File: config.mk
export PLATFORM = sky130hd
export DESIGN_NAME = i2c_regfile_slave
export DESIGN_NICKNAME = d
export VERILOG_FILES = /design/src/rtl/i2c_regfile_slave.sv
export SDC_FILE = /design/constraint.sdc
export NUM_CORES = 1
export LEC_CHECK = 0
export BUFFER_PORTS_ARGS = -buffer_cell sky130_fd_sc_hd__buf_2
export CORE_ASPECT_RATIO = 1.4
export CORE_MARGIN = 2
export CORE_UTILIZATION = 50
export DETAILED_ROUTE_END_ITERATION = 12
export PLACE_DENSITY = 0.67
export SYNTH_ARGS = -nofsm -noshare
export SYNTH_HDL_FRONTEND = slang
export SYNTH_SLANG_ARGS = --single-unit
File: constraint.sdc
create_clock -name clk -period 6.6 [get_ports clk]
set_input_delay 1.32 -clock clk [delete_from_list [all_inputs] [get_ports clk]]
set_output_delay 1.32 -clock clk [all_outputs]
set_load 0.05 [all_outputs]
File: src/rtl/i2c_regfile_slave.sv
module i2c_regfile_slave #(
  parameter logic [6:0] DEV_ADDR = 7'h68,
  parameter int NUM_REGS = 20,
  parameter int FRZ_TOP  = 8,
  parameter int RSV_LO   = 16,
  parameter int RSV_HI   = 18
) (
  input  logic clk,
  input  logic rst_n,
  input  logic pwr_fail,
  input  logic scl_in,
  input  logic sda_in,
  output logic sda_pull,
  output logic freeze
);
  localparam int PW = $clog2(NUM_REGS);
  localparam logic [PW-1:0] LAST_P = PW'(NUM_REGS - 1);
  localparam logic [PW-1:0] RLO_P  = PW'(RSV_LO);
  localparam logic [PW-1:0] RHI_P  = PW'(RSV_HI);
  localparam logic [PW-1:0] FRZ_P  = PW'(FRZ_TOP);
  localparam logic [7:0]    NUM8   = 8'(NUM_REGS);

  localparam logic [3:0] S_IDLE = 4'd0, S_ADDR = 4'd1, S_AACK = 4'd2,
                         S_WADR = 4'd3, S_WACK = 4'd4, S_WDAT = 4'd5,
                         S_DACK = 4'd6, S_RDAT = 4'd7, S_RACK = 4'd8,
                         S_IGN  = 4'd9;

  logic [2:0] scl_q, sda_q;
  logic [3:0] st, bitcnt;
  logic [7:0] sh, tx;
  logic [PW-1:0] ptr;
  logic rw, mack, act;
  logic [7:0] mem [NUM_REGS];

  wire scl_s = scl_q[1];
  wire sda_s = sda_q[1];
  wire rise  = scl_s & ~scl_q[2];
  wire fall  = ~scl_s & scl_q[2];
  wire start_det = scl_s & scl_q[2] & sda_q[2] & ~sda_s;
  wire stop_det  = scl_s & scl_q[2] & ~sda_q[2] & sda_s;

  wire ptr_rsv = (ptr >= RLO_P) && (ptr <= RHI_P);
  wire [PW-1:0] ptr_inc = (ptr == LAST_P) ? '0 : ptr + 1'b1;
  wire [7:0] rdval = ptr_rsv ? 8'h00 : mem[ptr];
  wire byte_done = fall && (bitcnt == 4'd8);

  always_ff @(posedge clk) begin
    if (!rst_n) begin
      scl_q <= '1;
      sda_q <= '1;
    end else begin
      scl_q <= {scl_q[1:0], scl_in};
      sda_q <= {sda_q[1:0], sda_in};
    end
  end

  always_ff @(posedge clk) begin
    if (!rst_n) begin
      st <= S_IDLE;
      bitcnt <= '0;
      sh <= '0;
      tx <= '0;
      ptr <= '0;
      rw <= 1'b0;
      mack <= 1'b0;
      act <= 1'b0;
      for (int i = 0; i < NUM_REGS; i++) mem[i] <= '0;
    end else if (pwr_fail) begin
      st <= S_IDLE;
      ptr <= '0;
      act <= 1'b0;
      bitcnt <= '0;
    end else if (start_det) begin
      st <= S_ADDR;
      bitcnt <= '0;
    end else if (stop_det) begin
      st <= S_IDLE;
      act <= 1'b0;
    end else begin
      case (st)
        S_ADDR, S_WADR, S_WDAT: begin
          if (rise) begin
            sh <= {sh[6:0], sda_s};
            bitcnt <= bitcnt + 1'b1;
          end
          if (byte_done) begin
            if (st == S_ADDR) begin
              if (sh[7:1] == DEV_ADDR) begin
                st <= S_AACK;
                rw <= sh[0];
                act <= 1'b1;
              end else begin
                st <= S_IGN;
                act <= 1'b0;
              end
            end else if (st == S_WADR) begin
              ptr <= (sh < NUM8) ? sh[PW-1:0] : '0;
              st <= S_WACK;
            end else begin
              if (!ptr_rsv) mem[ptr] <= sh;
              st <= S_DACK;
            end
          end
        end
        S_AACK: if (fall) begin
          bitcnt <= '0;
          if (rw) begin
            st <= S_RDAT;
            tx <= rdval;
          end else begin
            st <= S_WADR;
          end
        end
        S_WACK: if (fall) begin
          st <= S_WDAT;
          bitcnt <= '0;
        end
        S_DACK: begin
          if (rise) ptr <= ptr_inc;
          if (fall) begin
            st <= S_WDAT;
            bitcnt <= '0;
          end
        end
        S_RDAT: if (fall) begin
          if (bitcnt == 4'd7) st <= S_RACK;
          else begin
            bitcnt <= bitcnt + 1'b1;
            tx <= {tx[6:0], 1'b0};
          end
        end
        S_RACK: begin
          if (rise) begin
            mack <= ~sda_s;
            if (!sda_s) ptr <= ptr_inc;
          end
          if (fall) begin
            if (mack) begin
              st <= S_RDAT;
              tx <= rdval;
              bitcnt <= '0;
            end else begin
              st <= S_IGN;
            end
          end
        end
        default: ;
      endcase
    end
  end

  assign sda_pull = (st == S_AACK) || (st == S_WACK) || (st == S_DACK) ||
                    ((st == S_RDAT) && !tx[7]);
  assign freeze = act && (ptr < FRZ_P);
endmodule

## Word level (Yosys, flattened, before mapping)

Memory sizes are Yosys's and may differ from the RTL's. A register that Yosys moved wholly into a read port is not among the register bits.
Index checks and enable logic that the tools add are counted.

- Logic and storage cells: 158
- Bits of input ports: 5
- Memories: 1
- Bits in registers: 38
- RAM bits: 160
- Bits in latches: 0
- Bits in read-only memories: 0

- Div/mod/pow operators: 0
- Add/sub/neg operators: 2
- Magnitude comparators: 4
- Bitwise operators: 15
- Shift-type cells: 0
- Multiply operators: 0
- Multiplexer cells: 59
- Reductions and logical operators: 32
- Eq/ne operators: 34

Memory list:

| memory | words | width | read ports | clocked after memory_dff | wr ports | line | RTL |
|---|---|---|---|---|---|---|---|
| mem | 20 | 8 | 1 | 1 | 20 | 33 | `logic [7:0] mem [NUM_REGS];` |

Operators with widths:

| cell | number |
|---|---|
| 8-bit 2-to-1 mux | 8 |
| 4-bit 2-to-1 mux | 15 |
| 5-bit 2-to-1 mux | 11 |
| 2-bit != test, second input constant | 14 |
| 8-bit one-hot mux with 3 select lines | 1 |
| 7-bit AND reduction | 3 |
| 4-bit by 3-bit == test with 1-bit output, second input constant | 5 |
| 4-bit != test, second input constant | 5 |
| 4-bit one-hot mux with 5 select lines | 1 |
| 1-bit 2-to-1 mux | 19 |
| 4-bit one-hot mux with 4 select lines | 1 |
| 5-bit one-hot mux with 3 select lines | 1 |
| 10-bit AND reduction | 1 |
| 5-bit AND reduction | 2 |
| 9-bit AND reduction | 1 |
| 3-bit OR reduction | 3 |
| 4-bit by 2-bit == test with 1-bit output, second input constant | 2 |
| 4-bit == test, second input constant | 2 |
| 8-bit by 5-bit less-than comparator with 1-bit output, second input constant | 1 |
| 1-bit NOT | 8 |
| 8-bit AND reduction | 1 |
| 8-bit OR reduction | 1 |
| 1-bit AND | 7 |
| 7-bit == test, second input constant | 1 |
| 22 further kinds | 32 |

## Longest topological paths before layout

Gate-level depths: netlist of run 1.

- Depth in word-level cells: 14
- Mapped depth: 9

## Worst setup path before layout of run 1

OpenSTA, ideal clock, no wires.

- Path type: input-to-reg
- Start point: in rst_n
- End point: mem mem[7][0] (enable)
- Setup slack: 3.161 ns
- Stages: 6
- Buffers on the path: 2
- Data required time: 6.216 ns
- Library setup time: 0.384 ns
- Arrival: 3.055 ns
- Path through: clkbuf_2 nand2b_1 nor4_2 nand3_1 buf_2 o21ai_0

RTL lines:

| item | line | RTL |
|---|---|---|
| start, declared | 9 | `input logic rst_n,` |
| end, declared | 33 |  |

==> reports/summary.md, run 1 <==
Yosys
• 13470 um2 — Mapped Area
• 964 — Synth Net Count
• 0 — count of yosys warnings during synthesis
• 256 — number of flops mapped to enable cells by yosys
• 14.13 um2 — mean post-synth cell area
• 299 — synthesis-stage register bit count
• 63.48% — sequential fraction of the synthesis area
• 953 — Gate Count Post-Synth
• 0% — share of async-settable or async-resettable flops after synthesis
• 71 — library cells used by synthesis
• sky130_fd_sc_hd__edfxtp_1 — dominant synthesized flop cell

Power and ir drop
• 744.9 uW — P_sw
• 44.1% — clock share of power
• 265.0 nW/um2 — total power divided by cell area
• 3.144 mW — total internal power
• 4.713 nW — Pleak
• 0.2093 mV — Max VDD drop
• 1.7% — share of total power in combinational logic
• 19.15% — net switching share of the total power
• 54.2% — share of power burned in registers

Finish
• 1285 — Non-Filler Instances
• sky130_fd_sc_hd__edfxtp_1 — most common cell after layout, fill and taps aside
• 947 — net count reported at finish
• 0 — Antenna Cells
• 15.36% — fraction of layout cells with a size suffix above 1
• 256 x sky130_fd_sc_hd__edfxtp_1, 163 x sky130_fd_sc_hd__and2_1, 62 x sky130_fd_sc_hd__nor2_1 — leading cell types in the layout, fill and taps excluded
• 8.966% — Area Overhead vs Synth

Place
• 6 — # port buffers
• 1795 ps — minimum setup slack after placement
• 0.8710 — Placer Congestion
• 1235 — number of cells in the design after placement
• 19270 um — Detail Placement HPWL

Global route
• 46010 um — global-route wire length before repair
• 61 — maximum number of pins on one net before global-route repair
• 0 — initial antenna violation count
• 0 — total overflow reported by the global router
• 7903 — via count of the first global-routing pass
• 21.75% — GRT Util Overall

Floorplan
• 28280 um2 — total die area
• 7 — num ports
• 26650 um2 — Core ar.
• 71 — floorplan row count
• 198.2 um — vertical die dimension
• 142.7 um — horizontal die dimension
• 50.53% — starting density of the core

Routing
• 1500 um — routed length on met3
• met4 — topmost layer with routed signal wires
• 11970 um — total routed wire length on the met1 layer
• 5 — count of TritonRoute iterations in the first routing pass
• 0 — remaining antenna violation count
• 6.061 — Vias/cell
• 0 — DRC
• 7788 — number of vias after detailed routing
• 665 — Detailed Route Iter0 Violations
• 23.23 um — Wirelength per Cell
• 15320 um — routed length on met2
• 29850 um — Routed WL

Worst setup path
• sky130_fd_sc_hd__o21ai_0 — Worst path slowest cell
• in2reg — kind of critical path
• register — kind of end point of the critical path
• 4440 ps — arrival time at the worst endpoint
• buf_2, buf_4, nand2b_1, nor4_2, nand3_1, o21ai_0 — sequence of cells on the critical path
• input pin — kind of start point of the critical path
• 1160 ps — largest stage delay on the critical path
• 37 — CP max FO
• 2960 ps — flop2flop setup slack
• 6760 ps — data required time of the worst path
• 2 — buffering stage count on the worst path with inverters included
• simple AND/OR/NAND/NOR gates — family with the most delay on the worst path

Clocking
• 1 — depth of the CTS H-tree
• 27 — CTS Buf Count
• 3 — largest buffer count on any clock path
• yes — TritonCTS clock tree
• 0 — Post-CTS Resized
• 299 — clk sink count
• 550 ps — clk_lat worst skew
• 0 — number of buffers inserted by hold repair at cts
• 0 — setup repair bufs after CTS
• sky130_fd_sc_hd__clkbuf_16 — root buffer cell
• 60 ps — clock transition at the registers of the reported paths

STA
• 2312 ps — worst setup slack after layout
• 0 — fin. max-slew vios
• 233.2 MHz — maximum clock frequency
• 19.98 ps — clk_skew
• 0 — Fin. Hold Viols
• 0 — Final Setup Violations
• no — RSZ-0062 raised after global routing
• 1134 ps — pin slew with the least headroom to its limit
• 4288 ps — final critical-path required period
• 64.98% — final worst-path cycle share
• 0 ps — TNS Setup
• 23.57% — relative slew slack

Min path
• reg2reg — worst hold path class

Run status
• finished, final reports clean — outcome

Run
• 0 — Max Cap Violations

cell families (layout without fill, tap and decap cells):
family,after synthesis,count (layout),share of synthesized area [%]
mux,86,86,10.62
compound gates,147,147,8.056
xor+xnor,1,1,0.06505
simple gates,340,340,14.74
flops,299,299,63.48
buf+inv,74,78,2.490
fa+ha+maj,6,6,0.5575
area by class of cell:
cell class	count	area [um2]
fillers	2155	11980
clock inverters	15	232.7
repair buffers	15	97.59
well taps	328	410.4
inverters	13	48.80
multi-input cells	580	4583
clock buffers	35	745.7
flip-flops and latches	299	8556
per-stage QoR:
| stage | instance area [um2] | power [mW] | utilization (%) | hold slack (ps) |
|---|---|---|---|---|
| after floorplan | 13470 | 2.186 | - | 386.3 |
| after global placement | 13700 | 2.215 | 51.39 | 401.2 |
| after detailed placement | 13700 | 2.218 | 51.39 | 398.1 |
| after CTS | 14670 | 3.908 | 55.06 | 406.7 |
| after global routing | 14670 | 3.985 | 55.06 | 430.4 |
| final | 14670 | 3.889 | 55.06 | 404.4 |
Yosys cell counts, types with 4 or more instances:
| cell | count | area [um2] |
|---|---|---|
| sky130_fd_sc_hd__nand2_1 | 24 | 90.09 |
| sky130_fd_sc_hd__nor2_2 | 8 | 50.05 |
| sky130_fd_sc_hd__buf_4 | 8 | 60.06 |
| sky130_fd_sc_hd__nand2b_1 | 17 | 106.4 |
| sky130_fd_sc_hd__buf_2 | 21 | 105.1 |
| sky130_fd_sc_hd__and2_1 | 163 | 1020 |
| sky130_fd_sc_hd__dfxtp_1 | 43 | 860.8 |
| sky130_fd_sc_hd__and3b_1 | 4 | 35.03 |
| sky130_fd_sc_hd__a41oi_1 | 7 | 61.31 |
| sky130_fd_sc_hd__nand3_1 | 14 | 70.07 |
| sky130_fd_sc_hd__nor2b_1 | 7 | 43.79 |
| sky130_fd_sc_hd__clkbuf_1 | 28 | 105.1 |
| sky130_fd_sc_hd__ha_1 | 6 | 75.07 |
| sky130_fd_sc_hd__mux2i_1 | 27 | 270.3 |
| sky130_fd_sc_hd__o21ai_0 | 39 | 195.2 |
| sky130_fd_sc_hd__a211oi_1 | 5 | 37.54 |
| sky130_fd_sc_hd__a22oi_1 | 4 | 30.03 |
| sky130_fd_sc_hd__o22ai_1 | 21 | 131.4 |
| sky130_fd_sc_hd__a221oi_1 | 9 | 78.83 |
| sky130_fd_sc_hd__inv_1 | 11 | 41.29 |
| sky130_fd_sc_hd__or3_1 | 9 | 56.30 |
| sky130_fd_sc_hd__edfxtp_1 | 256 | 7687 |
| sky130_fd_sc_hd__mux2_2 | 15 | 168.9 |
| sky130_fd_sc_hd__mux4_2 | 44 | 991.0 |
| sky130_fd_sc_hd__a21oi_1 | 11 | 55.05 |
| sky130_fd_sc_hd__nor3_1 | 6 | 30.03 |
| sky130_fd_sc_hd__nor2_1 | 62 | 232.7 |
| sky130_fd_sc_hd__a221o_1 | 7 | 70.07 |
| sky130_fd_sc_hd__o221ai_1 | 12 | 105.1 |
per-layer routing:
layer  up-vias  track usage [%]
met4         0            7.737
li1       3592                -
met2       258            38.32
met3        71            2.418
met5         -                0
met1      3867            27.89
worst reg2reg max path, delay by kind of cell, from the launching register on:
family | cells | cell delay [ps]
and+or+nand+nor | 2 | 1070
AOI/OAI and AO/OA | 2 | 1640
DFF | 1 | 560
power groups by stage:
stage	logic [mW]	registers [mW]	clock network [mW]
6_report	0.0680	2.11	1.71
3_5_place_dp	0.0683	2.15	0
2_1_floorplan	0.0501	2.14	0
4_1_cts	0.0686	2.11	1.73
5_1_grt	0.0736	2.11	1.80
3_3_place_gp	0.0667	2.15	0
flip-flops by register name, indices dropped and copies added, names as in the netlist, 3 cells and up, named ones only:
name	flops
mem	256
sh	8
tx	8
ptr	5
bitcnt	4
st	4
scl_q	3
sda_q	3
path summary, 6_finish.rpt:
| path | startpoint | endpoint | depth (start not counted) |
|---|---|---|---|
| max | rst_n | mem[12][4]$_SDFFCE_PN0P_ | 6 |
| max reg2reg | scl_q[2]$_SDFF_PN1_ | mem[12][4]$_SDFFCE_PN0P_ | 4 |
| min reg2reg | sda_q[0]$_SDFF_PN1_ | sda_q[1]$_SDFF_PN1_ | 1 |
| min | sda_q[0]$_SDFF_PN1_ | sda_q[1]$_SDFF_PN1_ | 1 |
No activity file was read; power rests on OpenSTA's default activity.
==> inputs of run 2 (changes only) <==
Clock period 6.6 ns to 4 ns, I/O delays scaled along.
==> run 2 against run 1 <==
Clock power is 50% higher; worst setup slack lost 1200 ps; clock skew fell by 5.2 ps; sequential share of layout area decreased by 0.84 points; register-to-register slack got worse by 1800 ps; global-route usage grew 1.0 points; combinational power up 87%; flip-flop and latch count unchanged; total power increased by 59%; die area is the same; routed wire length increased by 3.8%; highest routed layer unchanged.
==> reports/summary.md, run 2 (synthesis gave the netlist of run 1 again) <==
Run status
• finished, final reports clean — outcome

Routing
• 30970 um — Routed WL, +3.8%
• 0 — DRC, unchanged
• 7935 — number of vias after detailed routing, +1.9%
• 23.41 um — Wirelength per Cell, +0.78%
• 5.998 — Vias/cell, -1.0%
• 6 — count of TritonRoute iterations in the first routing pass, +1
• 0 — remaining antenna violation count, unchanged
• 823 — Detailed Route Iter0 Violations, +24%

Worst setup path
• reg2reg — kind of critical path
• register — kind of end point of the critical path
• 630 ps — largest stage delay on the critical path, -530 ps
• mem[0][2]$_SDFFCE_PN0P_ — capturing point of the worst reg2reg path
• register — kind of start point of the critical path
• 4410 ps — data required time of the worst path, -2350 ps
• 13 — CP max FO, -65%
• scl_q[2]$_SDFF_PN1_ — worst flop-to-flop path startpoint
• scl_q[2]$_SDFF_PN1_ — startpoint of the most critical setup path
• nand2b_1, a211oi_1, nand3_1, nor2_1, and2_1 — sequence of cells on the critical path
• mem[0][2]$_SDFFCE_PN0P_ — capturing instance or port of the critical path
• 5 — Worst Reg-to-Reg Cells, +1
• 3290 ps — arrival time at the worst endpoint, -1150 ps
• 1120 ps — flop2flop setup slack, -1840 ps
• sky130_fd_sc_hd__nand3_1 — Worst path slowest cell

Finish
• 0 — Antenna Cells, unchanged
• mem — largest register by flop count
• sky130_fd_sc_hd__edfxtp_1 — most common cell after layout, fill and taps aside
• 14880 um2 — Finished Cell Area, +1.4%
• 2154 — fill cell instance count of the final layout, -0.046%
• 256 x sky130_fd_sc_hd__edfxtp_1, 163 x sky130_fd_sc_hd__and2_1, 62 x sky130_fd_sc_hd__nor2_1 — leading cell types in the layout, fill and taps excluded
• 256 — flip-flop count of the largest register, all copies and words added, unchanged
• 4583 um2 — area of the multi-input gates, unchanged
• 17.99% — fraction of layout cells with a size suffix above 1, +2.6 points
• 10.53% — Area Overhead vs Synth
• 985 — net count reported at finish, +4.0%
• mem (256), sh (8), tx (8) — largest registers in the final layout
• 8553 um2 — area taken by flip-flops and latches, about the same

Clocking
• 0 — number of buffers inserted by hold repair at cts, unchanged
• 3 — largest buffer count on any clock path, unchanged
• sky130_fd_sc_hd__clkbuf_16 — root buffer cell
• yes — TritonCTS clock tree
• 27 — CTS Buf Count, unchanged
• 299 — clk sink count, unchanged
• 0 — setup repair bufs after CTS, unchanged
• 550 ps — clk_lat worst skew, about the same
• 70 ps — clock transition at the registers of the reported paths, about the same
• 0 — Post-CTS Resized, unchanged
• 1 — depth of the CTS H-tree, unchanged

Power and ir drop
• 19.83% — net switching share of the total power, +0.67 points
• 6.171 mW — overall power after layout, +59%
• 414.6 nW/um2 — total power divided by cell area, +56%
• 4.948 mW — total internal power, +57%
• 4.801 nW — Pleak, +1.9%
• 0.3544 mV — Max VDD drop, +69%
• 41.6% — clock share of power, -2.5 points
• 56.3% — share of power burned in registers, +2.1 points
• 1.224 mW — P_sw, +64%
• 2.1% — share of total power in combinational logic, +0.4 points

STA
• 931.1 ps — pin slew with the least headroom to its limit, -203.3 ps
• no — RSZ-0062 raised after global routing
• 14.82 ps — clk_skew, -5.166 ps
• 347.0 MHz — maximum clock frequency
• 2882 ps — final critical-path required period
• 0 — fin. max-slew vios, unchanged
• 72.04% — final worst-path cycle share
• 37.92% — relative slew slack, +14 points
• 0 ps — TNS Setup, unchanged
• 1118 ps — worst setup slack after layout, -1193 ps
• 0 — Fin. Hold Viols, unchanged
• 0 — Final Setup Violations, unchanged
• 403.7 ps — tightest hold margin, -0.7100 ps

Place
• 6 — # port buffers, unchanged
• 820.8 ps — minimum setup slack after placement, -974.0 ps
• 0.8534 — Placer Congestion, -2.0%
• 14000 um2 — instance area after placement, +2.2%
• 20220 um — Detail Placement HPWL, +4.9%

Floorplan
• 71 — floorplan row count, unchanged
• 142.7 um — horizontal die dimension, unchanged
• 7 — num ports, unchanged
• 50.53% — starting density of the core, unchanged
• 198.2 um — vertical die dimension, unchanged
• 26650 um2 — Core ar., unchanged
• 28280 um2 — total die area, unchanged

Global route
• 0 — initial antenna violation count, unchanged
• 48020 um — global-route wire length before repair, +4.4%
• 8183 — via count of the first global-routing pass, +3.5%
• 22.80% — GRT Util Overall, +1.0 points
• 44 — maximum number of pins on one net before global-route repair, -28%
• 0 — total overflow reported by the global router, unchanged

Min path
• reg2reg — worst hold path class

Run
• 0 — Max Cap Violations, unchanged

run 2: cell types whose count changed in the layout (fill, tap and decap cells not counted), sizes merged:
cell / before / now
clkinv: 5 / 11
bufinv: 6 / 2
clkinvlp: 2 / 0
buf: 15 / 53
run 2: layer usage:
metal	vias up	wire length, um	global-route usage [%]
met3	85	1583	2.612
met5	-	0	0
met2	250	16050	39.85
met1	3934	11960	28.55
li1	3666	-	-
met4	0	1374	10.05
run 2: power by group through the flow:
stage	sequential (mW)	combinational (mW)	clock (mW)
global placement	3.54	0.125	0
global route	3.48	0.138	2.71
detailed placement	3.54	0.128	0
CTS	3.48	0.128	2.60
floorplan	3.52	0.0827	0
finish	3.48	0.127	2.57
run 2: stage by stage:
stage,cells,util [%]
after floorplan,953,-
after global placement,1273,52.54
after detailed placement,1273,52.54
after CTS,1323,55.85
after global routing,1323,55.85
final,1323,55.85
run 2: worst min path at each step:
stage | startpoint | end | slack [ps] | depth (start not counted)
after detailed placement | scl_q[0]$_SDFF_PN1_ | scl_q[1]$_SDFF_PN1_ | 400 | 1
after global routing | scl_q[0]$_SDFF_PN1_ | scl_q[1]$_SDFF_PN1_ | 420 | 1
final | scl_q[0]$_SDFF_PN1_ | scl_q[1]$_SDFF_PN1_ | 400 | 1
after CTS | scl_q[0]$_SDFF_PN1_ | scl_q[1]$_SDFF_PN1_ | 410 | 1
after global placement | sda_q[0]$_SDFF_PN1_ | sda_q[1]$_SDFF_PN1_ | 400 | 1
after floorplan | scl_q[0]$_SDFF_PN1_ | scl_q[1]$_SDFF_PN1_ | 390 | 1
run 2: worst max-delay path: cells and delay by family, from the launching register on:
kind | cells | cell delay [ps]
and+or+nand+nor | 4 | 1690
DFF | 1 | 580
AOI/OAI and AO/OA | 1 | 470
run 2: area by class of cell:
type                    instances  share of cell area, %
inverters                      13                 0.3278
flip-flops and latches        299                  57.46
well taps                     328                  2.757
multi-input cells             580                  30.79
clock buffers                  35                  5.018
clock inverters                15                 0.8995
repair buffers                 53                  2.740
